`config.mk`:
```
export PLATFORM = sky130hd
export DESIGN_NAME = pipe_interlock_ctrl
export DESIGN_NICKNAME = d
export VERILOG_FILES = /design/src/rtl/pilk_pkg.sv /design/src/rtl/pilk_stage_reg.sv /design/src/rtl/pilk_hazard.sv /design/src/rtl/pilk_stall_resolve.sv /design/src/rtl/pilk_perf_cnt.sv /design/src/rtl/pipe_interlock_ctrl.sv
export SDC_FILE = /design/constraint.sdc
export NUM_CORES = 1
export LEC_CHECK = 0
export CAP_MARGIN = 20
export CORE_UTILIZATION = 45
export DETAILED_ROUTE_END_ITERATION = 8
export DONT_BUFFER_PORTS = 1
export PLACE_DENSITY = 0.59
export SYNTH_ARGS = -nofsm -noshare
export SYNTH_HDL_FRONTEND = slang
export SYNTH_HIERARCHICAL = 1
export SYNTH_SLANG_ARGS = --single-unit
```
`constraint.sdc`:
```
create_clock -name clk -period 3.07 [get_ports clk]
set_input_delay 0 -clock clk [delete_from_list [all_inputs] [get_ports clk]]
set_output_delay 0 -clock clk [all_outputs]
set_load 0.05 [all_outputs]
```
`src/rtl/pilk_pkg.sv`:
```
package pilk_pkg;

    localparam int NSTG = 4;

    typedef enum logic [1:0] {
        STG_IF = 2'd0,
        STG_ID = 2'd1,
        STG_OP = 2'd2,
        STG_EX = 2'd3
    } stage_e;

    typedef struct packed {
        logic mem_rd;
        logic mem_wr;
        logic long_imm;
        logic ar_wr;
        logic ar_use;
    } op_attr_t;

    // younger touches the data port while older is in its second write cycle
    function automatic logic port_clash(op_attr_t younger, op_attr_t older);
        return (younger.mem_rd | younger.mem_wr) & older.mem_wr;
    endfunction

    // younger forms an address while older has an address-register write in flight
    function automatic logic areg_blocks(op_attr_t younger, op_attr_t older);
        return younger.ar_use & older.ar_wr;
    endfunction

endpackage

```
`src/rtl/pilk_stage_reg.sv`:
```
module pilk_stage_reg
    import pilk_pkg::*;
#(
    parameter int TAG_W = 8
) (
    input  logic             clk,
    input  logic             rst,
    input  logic             hold,
    input  logic             bubble,
    input  logic             mark_x,
    input  logic             src_valid,
    input  logic [TAG_W-1:0] src_tag,
    input  op_attr_t         src_attr,
    output logic             q_valid,
    output logic [TAG_W-1:0] q_tag,
    output op_attr_t         q_attr,
    output logic             q_xdone
);

    always_ff @(posedge clk) begin
        if (rst) begin
            q_valid <= 1'b0;
            q_tag   <= '0;
            q_attr  <= '0;
            q_xdone <= 1'b0;
        end else if (hold) begin
            if (mark_x) begin
                q_xdone <= 1'b1;
            end
        end else if (bubble) begin
            q_valid <= 1'b0;
            q_tag   <= '0;
            q_attr  <= '0;
            q_xdone <= 1'b0;
        end else begin
            q_valid <= src_valid;
            q_tag   <= src_tag;
            q_attr  <= src_valid ? src_attr : '0;
            q_xdone <= 1'b0;
        end
    end

endmodule

```
`src/rtl/pilk_hazard.sv`:
```
module pilk_hazard
    import pilk_pkg::*;
(
    input  logic                clk,
    input  logic                rst,
    input  logic     [NSTG-1:0] v,
    input  op_attr_t [NSTG-1:0] a,
    input  logic                if_xdone,
    output logic     [NSTG-1:0] stall_req
);

    localparam int IF_I = int'(STG_IF);
    localparam int ID_I = int'(STG_ID);
    localparam int OP_I = int'(STG_OP);
    localparam int EX_I = int'(STG_EX);

    logic mem_hit;
    logic areg_hit;
    logic xfetch_hit;

    always_comb begin
        mem_hit = v[OP_I] & v[EX_I] & port_clash(a[OP_I], a[EX_I]);

        areg_hit = 1'b0;
        for (int j = ID_I + 1; j < NSTG; j++) begin
            areg_hit = areg_hit | (v[ID_I] & v[j] & areg_blocks(a[ID_I], a[j]));
        end

        xfetch_hit = v[IF_I] & a[IF_I].long_imm & ~if_xdone;
    end

    always_comb begin
        stall_req       = '0;
        stall_req[OP_I] = mem_hit;
        stall_req[ID_I] = areg_hit;
        stall_req[IF_I] = xfetch_hit;
    end

    logic unused_attr_bits;
    assign unused_attr_bits = ^a;

    // a read or write in operand access never meets a second write cycle without a request
    a_r3_port_request: assert property (@(posedge clk) disable iff (rst)
        (v[OP_I] && v[EX_I] && a[EX_I].mem_wr && (a[OP_I].mem_rd || a[OP_I].mem_wr)) |-> stall_req[OP_I]);

    // an instruction with no memory access never raises a port request
    a_r7_no_false_port: assert property (@(posedge clk) disable iff (rst)
        (!a[OP_I].mem_rd && !a[OP_I].mem_wr) |-> !stall_req[OP_I]);

endmodule

```
`src/rtl/pilk_stall_resolve.sv`:
```
module pilk_stall_resolve #(
    parameter int N = 4
) (
    input  logic         clk,
    input  logic         rst,
    input  logic [N-1:0] stall_req,
    output logic [N-1:0] hold,
    output logic [N-1:0] bubble
);

    for (genvar i = 0; i < N; i++) begin : g_lane
        assign hold[i] = |stall_req[N-1:i];
        if (i == 0) begin : g_first
            assign bubble[i] = 1'b0;
        end else begin : g_rest
            assign bubble[i] = stall_req[i-1] & ~(|stall_req[N-1:i]);
        end
    end

    // at most one empty slot per cycle
    a_r6_one_bubble: assert property (@(posedge clk) disable iff (rst)
        $onehot0(bubble));

    // a request anywhere always produces exactly one bubble
    a_r6_bubble_for_stall: assert property (@(posedge clk) disable iff (rst)
        (|stall_req) |-> ($countones(bubble) == 1));

endmodule

```
`src/rtl/pilk_perf_cnt.sv`:
```
module pilk_perf_cnt #(
    parameter int CNT_W = 16
) (
    input  logic             clk,
    input  logic             rst,
    input  logic             inc,
    output logic [CNT_W-1:0] count
);

    always_ff @(posedge clk) begin
        if (rst) begin
            count <= '0;
        end else if (inc) begin
            count <= count + CNT_W'(1);
        end
    end

endmodule

```
`src/rtl/pipe_interlock_ctrl.sv`:
```
module pipe_interlock_ctrl
    import pilk_pkg::*;
#(
    parameter int TAG_W = 8,
    parameter int CNT_W = 16
) (
    input  logic             clk,
    input  logic             rst,
    input  logic             in_valid,
    input  logic [TAG_W-1:0] in_tag,
    input  logic             in_mem_rd,
    input  logic             in_mem_wr,
    input  logic             in_long_imm,
    input  logic             in_ar_wr,
    input  logic             in_ar_use,
    output logic             hold_if,
    output logic             hold_id,
    output logic             hold_op,
    output logic             bubble_id,
    output logic             bubble_op,
    output logic             bubble_ex,
    output logic             ex_valid,
    output logic [TAG_W-1:0] ex_tag,
    output logic [CNT_W-1:0] stall_count
);

    localparam int IF_I = int'(STG_IF);
    localparam int ID_I = int'(STG_ID);
    localparam int OP_I = int'(STG_OP);
    localparam int EX_I = int'(STG_EX);

    logic     [NSTG-1:0]            stg_v;
    logic     [NSTG-1:0][TAG_W-1:0] stg_t;
    op_attr_t [NSTG-1:0]            stg_a;
    logic     [NSTG-1:0]            stg_x;
    logic     [NSTG-1:0]            stall_req;
    logic     [NSTG-1:0]            hold;
    logic     [NSTG-1:0]            bubble;
    op_attr_t                       in_attr;

    always_comb begin
        in_attr.mem_rd   = in_mem_rd;
        in_attr.mem_wr   = in_mem_wr;
        in_attr.long_imm = in_long_imm;
        in_attr.ar_wr    = in_ar_wr;
        in_attr.ar_use   = in_ar_use;
    end

    for (genvar s = 0; s < NSTG; s++) begin : g_stage
        logic             src_v;
        logic [TAG_W-1:0] src_t;
        op_attr_t         src_a;
        logic             mark;

        if (s == 0) begin : g_head
            assign src_v = in_valid;
            assign src_t = in_tag;
            assign src_a = in_attr;
            assign mark  = stall_req[IF_I];
        end else begin : g_body
            assign src_v = stg_v[s-1];
            assign src_t = stg_t[s-1];
            assign src_a = stg_a[s-1];
            assign mark  = 1'b0;
        end

        pilk_stage_reg #(.TAG_W(TAG_W)) u_reg (
            .clk      (clk),
            .rst      (rst),
            .hold     (hold[s]),
            .bubble   (bubble[s]),
            .mark_x   (mark),
            .src_valid(src_v),
            .src_tag  (src_t),
            .src_attr (src_a),
            .q_valid  (stg_v[s]),
            .q_tag    (stg_t[s]),
            .q_attr   (stg_a[s]),
            .q_xdone  (stg_x[s])
        );
    end

    pilk_hazard u_hazard (
        .clk      (clk),
        .rst      (rst),
        .v        (stg_v),
        .a        (stg_a),
        .if_xdone (stg_x[IF_I]),
        .stall_req(stall_req)
    );

    pilk_stall_resolve #(.N(NSTG)) u_resolve (
        .clk      (clk),
        .rst      (rst),
        .stall_req(stall_req),
        .hold     (hold),
        .bubble   (bubble)
    );

    pilk_perf_cnt #(.CNT_W(CNT_W)) u_cnt (
        .clk  (clk),
        .rst  (rst),
        .inc  (|bubble),
        .count(stall_count)
    );

    assign hold_if   = hold[IF_I];
    assign hold_id   = hold[ID_I];
    assign hold_op   = hold[OP_I];
    assign bubble_id = bubble[ID_I];
    assign bubble_op = bubble[OP_I];
    assign bubble_ex = bubble[EX_I];
    assign ex_valid  = stg_v[EX_I];
    assign ex_tag    = stg_t[EX_I];

    logic unused_misc;
    assign unused_misc = ^{hold[EX_I], bubble[IF_I], stg_x[NSTG-1:1], stg_a[EX_I]};

    // the younger memory access waits and an empty slot follows the writer
    a_r3_port_hold: assert property (@(posedge clk) disable iff (rst)
        (stg_v[OP_I] && stg_v[EX_I] && stg_a[EX_I].mem_wr &&
         (stg_a[OP_I].mem_rd || stg_a[OP_I].mem_wr)) |-> (hold_op && bubble_ex));

    // an address user in decode stays put while any writer is ahead
    a_r5_areg_hold: assert property (@(posedge clk) disable iff (rst)
        (stg_v[ID_I] && stg_a[ID_I].ar_use &&
         ((stg_v[OP_I] && stg_a[OP_I].ar_wr) || (stg_v[EX_I] && stg_a[EX_I].ar_wr)))
        |-> (hold_id && !bubble_id));

    // the extra program fetch takes exactly one cycle
    a_r4_xfetch_once: assert property (@(posedge clk) disable iff (rst)
        stall_req[IF_I] |=> !stall_req[IF_I]);

    // a frozen decode stage keeps its instruction
    a_r6_freeze_id: assert property (@(posedge clk) disable iff (rst)
        hold_id |=> ($stable(stg_t[ID_I]) && $stable(stg_v[ID_I])));

    // the counter steps once per bubble cycle
    a_r8_count_step: assert property (@(posedge clk) disable iff (rst)
        (|stall_req) |=> (stall_count == $past(stall_count) + CNT_W'(1)));

    // no bubble, no change
    a_r8_count_idle: assert property (@(posedge clk) disable iff (rst)
        !(|stall_req) |=> $stable(stall_count));

endmodule

```
**After elaboration in Yosys (flattened, before gate mapping)**

Index checks and enable logic that the tools add are counted.

- Shift operators: 0
- Multiplexer cells: 9
- Eq/ne operators: 0
- Div/mod/pow operators: 0
- Add/subtract/negate cells: 1
- Reductions and logical operators: 6
- Bitwise logic cells: 20
- $mul: 0
- Magnitude comparators: 0

Operator list:

| operator | count |
|---|---|
| 5-bit two-way mux | 5 |
| 16-bit by 1-bit adder with 16-bit output (second input constant) | 1 |
| 8-bit two-way mux | 2 |
| 1-bit bitwise AND | 13 |
| 3-bit OR reduction | 3 |
| 2-bit OR reduction | 3 |
| 1-bit NOT | 5 |
| 1-bit two-way mux | 2 |
| 1-bit bitwise OR | 2 |

- Output and inout port bits: 31
- Bits in latches: 0
- Word-level logic and storage cells: 61
- Memories: 0
- Input port bits: 16
- Bits in read-only memories: 0
- Flip-flop bits (word level): 68
- Memory bits (writable): 0

**Logic depth before layout (Yosys ltp)**

- Depth after elaboration: 7
- Mapped depth: 9
- Mapped depth without buffers: 8

**Hierarchy**

Netlist, hierarchy kept.

By module, submodules not included:

| module | times used | cells each | area an instance (µm²) | sequential area each (µm²) |
|---|---|---|---|---|
| pilk_stage_reg | 4 | 64 | 599.3 | 300.3 |
| pilk_perf_cnt | 1 | 83 | 757.0 | 320.3 |
| pilk_hazard | 1 | 11 | 67.6 | 0.0 |
| pilk_stall_resolve | 1 | 9 | 65.1 | 0.0 |
| pipe_interlock_ctrl | 1 | 2 | 11.3 | 0.0 |

**Worst setup path before layout**

No wires, ideal clock.

- Kind: flip-flop to flip-flop
- From: register g_stage[3].u_reg.q_valid
- To: register u_cnt.count[13]
- Slack: -1.315 ns
- Setup time: 0.070 ns
- Arrival: 4.315 ns
- Clock period less this slack: 4.385 ns
- Data required time: 3.000 ns
- Cell stages (with the launch flop): 10
- Buffers on the path: 1
- Path through: dfxtp_1 > a22oi_1 > nor2_1 > buf_4 > nor4b_1 > or4_1 > nand4_4 > nor4_4 > or3b_1 > a21oi_1

- Longest elaborated chain between the ends: 7
- Elaborated cells between the ends (all ways): 11
- Those cells by class: bitwise: 9; reduce/logical: 2

RTL lines:

| element | line | RTL |
|---|---|---|
| start, declared | pilk_stage_reg.sv:14 | `output logic q_valid,` |
| start signal, assigned | pilk_stage_reg.sv:36 | `q_valid <= src_valid;` |
| 1-bit bitwise AND (2 in a row) | pilk_hazard.sv:26 | `areg_hit = areg_hit \| (v[ID_I] & v[j] & areg_blocks(a[ID_I], a[j]));` |
| 1-bit bitwise OR | pilk_hazard.sv:26 |  |
| net u_hazard.areg_hit | pilk_hazard.sv:18 | `logic areg_hit;` |
| 2-bit OR reduction | pilk_stall_resolve.sv:16 | `assign bubble[i] = stall_req[i-1] & ~(\|stall_req[N-1:i]);` |
| 1-bit NOT | pilk_stall_resolve.sv:16 |  |
| 1-bit bitwise AND | pilk_stall_resolve.sv:16 |  |
| net bubble_id | pipe_interlock_ctrl.sv:19 | `output logic bubble_id,` |
| 3-bit OR reduction | pipe_interlock_ctrl.sv:103 | `.inc (\|bubble),` |
| end signal, assigned | pilk_perf_cnt.sv:14 | `count <= count + CNT_W'(1);` |
| end, declared | pilk_perf_cnt.sv:7 | `output logic [CNT_W-1:0] count` |

The timed path passes the listed nets, and every way through them passes these cells.
A chain may end at the register's enable or synchronous reset.

**Worst setup path in the final report**

- From: register g_stage[2].u_reg/q_attr[3] (netlist bit)
- To: register g_stage[0].u_reg.q_tag[4]

- Longest elaborated chain between the ends: 4

RTL lines:

| element | line | RTL |
|---|---|---|
| start, declared | pilk_stage_reg.sv:16 | `output op_attr_t q_attr,` |
| start signal, assigned | pilk_stage_reg.sv:38 | `q_attr <= src_valid ? src_attr : '0;` |
| 1-bit bitwise OR | pilk_pkg.sv:22 | `return (younger.mem_rd \| younger.mem_wr) & older.mem_wr;` |
| 1-bit bitwise AND | pilk_pkg.sv:22 |  |
| 1-bit bitwise AND | pilk_hazard.sv:22 | `mem_hit = v[OP_I] & v[EX_I] & port_clash(a[OP_I], a[EX_I]);` |
| net stall_req[2] | pipe_interlock_ctrl.sv:36 | `logic [NSTG-1:0] stall_req;` |
| 3-bit OR reduction | pilk_stall_resolve.sv:12 | `assign hold[i] = \|stall_req[N-1:i];` |
| end signal, assigned | pilk_stage_reg.sv:37 | `q_tag <= src_tag;` |
| end, declared | pilk_stage_reg.sv:15 | `output logic [TAG_W-1:0] q_tag,` |

The timed path passes the listed nets, and every way through them passes these cells.

==> impl_metrics.ini <==
[sta]
holdWs_ns = 0.0186
slew_headroom_pct = 53.8
max_freq_ghz = 0.374
hold_viol_final = 0
setup-tns-final_ns = 0
worst-slew-pin-transition_ns = 0.691
drv_slew = 0
setup_viol = 0
rsz0062_at_grt = no
period_needed_ns = 2.68
post-route-period-util_pct = 87.1
clock_skew_ns = 0.00722

[floorplan]
dieArea_um2 = 6910
rows = 29
start_util_pct = 46.6
fp.coreArea_um2 = 6350
die_w_um = 83.1
io-pin-count = 47
die_h_um = 83.1

[drt]
drc_errors = 0
vias = 2164
ant_nets = 0
vias_per_cell = 5.19
routed_wl_mm = 5.80
drt_iter0_drc = 126
routedWlPerCell_um = 13.9
firstDrtPassIters = 4

[setup_path]
critPathSlowestCell = dlygate4sd3_1
path_buf_inv = 2
worstSetupStartpoint = g_stage[2].u_reg/q_attr[3]
required_ns = 3.34
criticalPathCategory = flip-flop to flip-flop
crit_chain = o2111a_1 -> or4_1 -> buf_4 -> or3b_1 -> a21oi_1 -> dlygate4sd3_1
crit_path_end_kind = flip-flop
critPathTopFamily = simple AND/OR/NAND/NOR gates
slowest_delay_ns = 0.55
r2r_start = g_stage[2].u_reg/q_attr[3]
crit_arrival_ns = 2.95
start_kind = flip-flop
crit_fanout = 30

[clocking]
insertion_delay_ns = 0.33
root_buffer = clkbuf_8
clock_path_buffers = 2
htreeDepth = 3
clkSinkCount = 67
cts_made_buffers = 9
cts_resized = 0
cts_tree = done
path_clk_slew_ns = 0.06
postCtsSetupBuffers = 0

[layout]
regArea_um2 = 1340
stdcell_count = 417
fillerInstances = 627
multi_input_area_um2 = 1460
final_layout_size_suffix_gt1_share_pct = 11.8
diodes = 0
final_nets = 354
syn_to_final_growth_pct = 14.4

[global_routing]
globalRouteOverflowTotal = 0
grt_max_degree = 70
grt_pass1_wl_mm = 10.0
antenna_found_initial = 0
grt.total_usage_pct = 17.9
first_global_vias = 2047

[synth]
syn_avg_cell_area_um2 = 9.05
ys_warn_count = 6
syn_area_um2 = 2960
synthCells = 327
syn-num-nets = 344

[power_and_ir_drop]
p_total_mw = 1.80
powerDensity_nw_per_um2 = 531
power.leakage_nw = 1.14
peakVddDrop_v = 0.000262

[placed_design]
io_buffer_count = 0
dp_hpwl_mm = 3.53
globalplace.congestion = 0.719
place_inst = 388

[run_status]
status = completed

[hold_path]
hold_class = input port to flip-flop
hold_start = rst

[run]
cap_violations = 0
==> timing repair <==
item / in CTS / in global routing
hold endpoints to repair: 67 / 0
hold buffers: 15 / 0
setup endpoints to repair: 0 / 0
==> worst paths after layout <==
| check | to | slack (ns) | depth (start not counted) |
|---|---|---|---|
| setup / recovery | g_stage[0].u_reg/q_tag[4] | 0.39 | 6 |
| hold / removal | g_stage[0].u_reg/q_tag[1] | 0.02 | 2 |
| setup reg to reg | g_stage[0].u_reg/q_tag[4] | 0.39 | 6 |
| hold reg to reg | g_stage[0].u_reg/q_tag[1] | 0.45 | 2 |
==> where the power goes <==
part / switching (mW) / total (mW) / leakage (nW) / internal (mW)
clock: 0.301 / 0.795 / 0.109 / 0.494
sequential: 0.0101 / 0.892 / 0.542 / 0.882
combinational: 0.0704 / 0.113 / 0.486 / 0.0425
total: 0.381 / 1.80 / 1.14 / 1.42
==> routing by layer <==
layer	vias to the layer above	track usage, %	wire [um]
met3	9	4.67	234
met2	38	25.9	2440
met1	956	25.3	3030
li1	1161	-	-
met4	0	7.05	93
met5	-	0	0
==> layout make-up <==
| cell class | instances | share of cell area [%] |
|---|---|---|
| sequential | 67 | 39.6 |
| tap | 77 | 2.84 |
| timing repair buffer | 28 | 7.83 |
| clock inverter | 2 | 1.77 |
| clock buffer | 12 | 4.58 |
| inverter | 2 | 0.222 |
| multi-input combinational | 229 | 43.1 |
==> state kept, by name, summed over array words and instances, names as in the netlist <==
| signal | count |
|---|---|
| g_stage.u_reg/q_tag | 32 |
| u_cnt/count | 16 |
| g_stage.u_reg/q_attr | 14 |
| g_stage.u_reg/q_valid | 4 |
| g_stage.u_reg/q_xdone | 1 |
==> stage by stage <==
step | instance area, um2 | setup WS [ns] | utilization [%]
4_1_cts | 3390 | 0.426 | 53.3
2_1_floorplan | 2990 | 0.0594 | -
3_5_place_dp | 3000 | 0.600 | 47.3
6_report | 3390 | 0.395 | 53.3
5_1_grt | 3390 | 0.261 | 53.3
3_3_place_gp | 3000 | 0.717 | 47.3
==> layout by cell type (no fill, tap or decap), types with 2 or more instances in the layout <==
cell type / instances
xnor2_1: 6
nor4_1: 3
buf_4: 13
nor3_1: 3
or2_2: 2
mux2_2: 2
nand2_1: 58
dfxtp_1: 67
nand3_1: 3
conb_1: 2
or3b_1: 37
clkbuf_8: 11
nand4bb_1: 14
dlygate4sd3_1: 14
nor2_1: 19
a21oi_1: 53
or4_1: 2
bufinv_16: 2
inv_1: 2
xor2_1: 4
No activity file was read; power rests on OpenSTA's default activity.
